<file path="src/rtl/cack_pkg.sv">
package cack_pkg;

    localparam int REG_W       = 32;
    localparam int CNT_W_DEF   = 6;
    localparam int CNT_LSB_DEF = 24;
    localparam int ACK_LSB_DEF = 0;

    typedef struct packed {
        logic             rd;
        logic             wr;
        logic [REG_W-1:0] wdata;
    } bus_req_t;

    function automatic bus_req_t decode_bus(input logic sel, input logic wr,
                                            input logic [REG_W-1:0] wdata);
        bus_req_t r;
        r.rd    = sel & ~wr;
        r.wr    = sel & wr;
        r.wdata = wdata;
        return r;
    endfunction

endpackage

</file>
<file path="src/rtl/cack_evt_counter.sv">
module cack_evt_counter #(
    parameter int W = 6
) (
    input  logic         clk,
    input  logic         rst,
    input  logic         inc,
    output logic [W-1:0] cnt_o,
    output logic [W-1:0] cnt_nxt_o
);
    logic [W-1:0] cnt_q;

    always_comb begin
        cnt_nxt_o = cnt_q;
        if (inc) cnt_nxt_o = cnt_q + W'(1);
    end

    always_ff @(posedge clk) begin
        if (rst) cnt_q <= '0;
        else     cnt_q <= cnt_nxt_o;
    end

    assign cnt_o = cnt_q;
endmodule

</file>
<file path="src/rtl/cack_ack_field.sv">
module cack_ack_field #(
    parameter int W = 6
) (
    input  logic         clk,
    input  logic         rst,
    input  logic         wr_en,
    input  logic [W-1:0] wdata,
    output logic [W-1:0] ack_o,
    output logic [W-1:0] ack_nxt_o
);
    logic [W-1:0] ack_q;

    always_comb begin
        ack_nxt_o = ack_q;
        if (wr_en) ack_nxt_o = wdata;
    end

    always_ff @(posedge clk) begin
        if (rst) ack_q <= '0;
        else     ack_q <= ack_nxt_o;
    end

    assign ack_o = ack_q;
endmodule

</file>
<file path="src/rtl/cack_readback.sv">
module cack_readback #(
    parameter int RW      = 32,
    parameter int W       = 6,
    parameter int CNT_LSB = 24,
    parameter int ACK_LSB = 0
) (
    input  logic          clk,
    input  logic          rst,
    input  logic          rd_en,
    input  logic [W-1:0]  cnt,
    input  logic [W-1:0]  ack,
    output logic [RW-1:0] rdata_o
);
    logic [RW-1:0] word;
    logic [RW-1:0] rdata_q;

    always_comb begin
        word = '0;
        for (int i = 0; i < W; i++) begin
            word[CNT_LSB + i] = cnt[i];
            word[ACK_LSB + i] = ack[i];
        end
    end

    always_ff @(posedge clk) begin
        if (rst)        rdata_q <= '0;
        else if (rd_en) rdata_q <= word;
    end

    assign rdata_o = rdata_q;
endmodule

</file>
<file path="src/rtl/cack_irq_reg.sv">
module cack_irq_reg
    import cack_pkg::*;
#(
    parameter int CNT_W   = CNT_W_DEF,
    parameter int CNT_LSB = CNT_LSB_DEF,
    parameter int ACK_LSB = ACK_LSB_DEF
) (
    input  logic             clk,
    input  logic             rst,
    input  logic             reg_sel,
    input  logic             reg_wr,
    input  logic [REG_W-1:0] reg_wdata,
    output logic [REG_W-1:0] reg_rdata,
    input  logic             done_pulse,
    output logic             irq
);
    bus_req_t req;
    logic [CNT_W-1:0] cnt_q, cnt_nxt, ack_q, ack_nxt;
    logic irq_q;
    logic unused_wbits;

    assign req          = decode_bus(reg_sel, reg_wr, reg_wdata);
    assign unused_wbits = ^req.wdata;

    cack_evt_counter #(.W(CNT_W)) cnt_i (
        .clk(clk), .rst(rst), .inc(done_pulse),
        .cnt_o(cnt_q), .cnt_nxt_o(cnt_nxt)
    );

    cack_ack_field #(.W(CNT_W)) ack_i (
        .clk(clk), .rst(rst), .wr_en(req.wr),
        .wdata(req.wdata[ACK_LSB +: CNT_W]),
        .ack_o(ack_q), .ack_nxt_o(ack_nxt)
    );

    cack_readback #(.RW(REG_W), .W(CNT_W), .CNT_LSB(CNT_LSB), .ACK_LSB(ACK_LSB)) rb_i (
        .clk(clk), .rst(rst), .rd_en(req.rd),
        .cnt(cnt_q), .ack(ack_q), .rdata_o(reg_rdata)
    );

    always_ff @(posedge clk) begin
        if (rst) irq_q <= 1'b0;
        else     irq_q <= (cnt_nxt != ack_nxt);
    end

    assign irq = irq_q;
endmodule

</file>
<file path="config.mk">
export PLATFORM = sky130hd
export DESIGN_NAME = cack_irq_reg
export DESIGN_NICKNAME = d
export VERILOG_FILES = /design/src/rtl/cack_pkg.sv /design/src/rtl/cack_evt_counter.sv /design/src/rtl/cack_ack_field.sv /design/src/rtl/cack_readback.sv /design/src/rtl/cack_irq_reg.sv
export SDC_FILE = /design/constraint.sdc
export NUM_CORES = 1
export LEC_CHECK = 0
export ABC_AREA = 1
export BUFFER_PORTS_ARGS = -buffer_cell sky130_fd_sc_hd__buf_2
export CAP_MARGIN = 40
export CORE_MARGIN = 8
export CORE_UTILIZATION = 34
export CTS_BUF_LIST = sky130_fd_sc_hd__clkbuf_4
export CTS_CLUSTER_SIZE = 30
export DETAILED_ROUTE_END_ITERATION = 10
export PLACE_DENSITY_LB_ADDON = 0.25
export SYNTH_ARGS = -nofsm -noshare
export SYNTH_HDL_FRONTEND = slang
export SYNTH_SLANG_ARGS = --single-unit
</file>
<file path="constraint.sdc">
create_clock -name clk -period 1.75 [get_ports clk]
set_clock_uncertainty 0.05 [all_clocks]
set_input_delay 0.2625 -clock clk [delete_from_list [all_inputs] [get_ports clk]]
set_output_delay 0.2625 -clock clk [all_outputs]
set_load 0.02 [all_outputs]
</file>
==> reports/summary.txt <==
layout cells sized above 1 = 18.0%
Worst-Skew Late Latency = 0.32 ns
syn avg cell area = 6.97 µm²
Synth Area in Compound Gates = 11.9%
Setup crit start = cnt_i.cnt_o[0]
CTS tree = yes
slowest cell on the critical path = dfxtp_1
net count reported at finish = 245
routed len/inst = 10.0 µm
Overflow after GRT = 0
H-Tree Depth = 1
Chip Width = 77.4 µm
global-route wire length before repair = 4280 µm
placer's final routability congestion estimate = 0.718
Reg clk slew, reported paths = 0.15 ns
CP cell instances = ha_1 > nand2_1 > nand2_1 > nand2_1 > nand2_1 > nand2_1 > inv_1 > nand3_1 > nor2_1 > a21oi_1
via count = 1045
Post-Route WL = 2550 µm
initial DRC count = 49
RSZ-0062 raised after global routing = no
Placed Area = 1360 µm²
core area = 3630 µm²
Startpoint Class = flop
LEAKAGE = 0.701 nW
Rows = 22
via count of the first global-routing pass = 997
hold crit path type = primary input to flop
Netlist Area Pre-Place = 1280 µm²
# clock sinks = 25
Max clock buf depth = 2
Synth Area in Simple Gates = 27.1%
I/O Buffers = 23
Reg area = 500 µm²
Seq/Total Area, Yosys = 39.0%
PD cells = 776 nW/µm²
largest net degree at the start of global routing = 26
Arrival @ worst endpoint = 1.61 ns
Worst EP required = 1.91 ns
number of synthesized register bits = 25
cts repair resizes = 0
CTS Hold Buffers Added = 0
Worst VDD drop = 0.249 mV
Chip Height = 77.4 µm
mux share of post-synthesis cell area = 0%
setup TNS = 0 ns
WP buf/inv = 1
Final Hold Viols = 0
Crit. End Element = flop
Min Hold Slack = 0.148 ns
IO Count = 70
most frequent cells in the layout = nand2_1 (45), nor2_1 (25), dfxtp_1 (25)
area of the multi-input gates = 588 µm²
drt pass-1 iters = 4
# diodes = 0
max frequency = 690 MHz
most common cell after layout, fill and taps aside = nand2_1
crit-path max FO = 4
hold path start = reg_wdata[4]
initial antenna violation count = 0
run status = finished clean
total CTS buffers = 3
# fillers = 400
Antenna Nets Post-Route = 0
Initial Utilization = 35.3%
Final period util = 82.9%
Setup Fix Bufs, Post-CTS = 0
Crit path top cell by count = nand2_1
Final Max Tran Viols = 0
slowest stage delay, CP = 0.41 ns
non-filler cells, final = 254
synth-to-layout area growth = 8.49%
Post-Synthesis Cells = 184
largest family of logic cells by synthesized area = simple AND/OR/NAND/NOR gates
Inst Count DP = 250
delay-heaviest family, CP = simple AND/OR/NAND/NOR gates
Setup Crit Path Kind = flop to flop
DRC Markers = 0
root buffer cell = clkbuf_4
Synth Warn # = 0
Reg-to-Reg Start = cnt_i.cnt_o[0]
Post-Synth XOR/XNOR Area = 0%
fin util = 38.3%
minimum clock period = 1.45 ns
Final setup viols = 0
final instance area = 1390 µm²
Final HPWL DP = 2020 µm
post-synthesis adder-cell area fraction = 0.976%
drt via density = 4.11
gr usage total = 8.58%
die area = 5990 µm²
Max-cap violations = 0
Synth cell types = 20
-- routing by layer --
layer / vias up / global-route usage, % / wire, µm
met1: 431 / 9.12 / 1210
li1: 584 / - / -
met2: 28 / 14.8 / 1120
met3: 2 / 2.76 / 171
met5: - / 0 / 0
met4: 0 / 4.53 / 41
-- per-stage QoR --
step | power, mW | setup WS [ns]
after floorplan | 0.813 | 0.462
after global placement | 0.829 | 0.231
after detailed placement | 0.830 | 0.234
after CTS | 1.10 | 0.260
after global routing | 1.14 | 0.133
final | 1.08 | 0.300
-- cell usage after synthesis (all sizes together) --
cell     n  share of area (%)
nand3   12                4.7
nor2    26                7.8
buf     23                 13
and2     1               0.49
dfxtp   25                 39
nand2   47                 14
o21ai    6                3.5
a21oi    8                3.1
ha       1               0.98
a211oi   8                4.7
o21bai   1               0.59
inv     22                6.4
clkbuf   3               0.88
conb     1               0.29
-- path summary, 6_finish.rpt --
kind                           to  slack, ns  cells after the start
setup / recovery              irq       0.30                     10
setup reg to reg              irq       0.30                     10
hold / removal     ack_i.ack_o[4]       0.15                      3
hold reg to reg   rb_i.rdata_o[1]       0.42                      2
-- state kept, by name, summed over array words and instances (netlist names) --
| signal | flops |
|---|---|
| cnt_i.cnt_o | 6 |
| irq | 1 |
| ack_i.ack_o | 6 |
| rb_i.rdata_o | 12 |
-- report_power, final --
| group | internal [mW] | leakage, nW | switching (mW) |
|---|---|---|---|
| Sequential | 0.597 | 0.205 | 0.0131 |
| Combinational | 0.0602 | 0.482 | 0.145 |
| Clock | 0.0871 | 0.0139 | 0.178 |
-- final cells by class --
cell class / instances / share of cell area (%)
inverters: 22 / 5.94
clock buffers: 3 / 1.62
clock inverters: 1 / 0.540
multi-input cells: 130 / 42.3
repair buffers: 25 / 9.35
flip-flops and latches: 25 / 36.0
well taps: 48 / 4.32
-- cells by family (layout without fill, tap and decap cells) --
| kind of cell | count (synthesis) | in the layout |
|---|---|---|
| fa+ha+maj | 1 | 1 |
| flops | 25 | 25 |
| buf+inv | 48 | 51 |
| other cells | 1 | 20 |
| compound gates | 23 | 23 |
| simple gates | 86 | 86 |
-- worst min-delay path: cells and delay by family --
| family | cells | cell delay, ns |
|---|---|---|
| AO/OA/AOI/OAI | 1 | 0.07 |
| buffers and inverters | 1 | 0.09 |
| AND/OR/NAND/NOR | 1 | 0.07 |
Power figures use the tool's default switching activity.
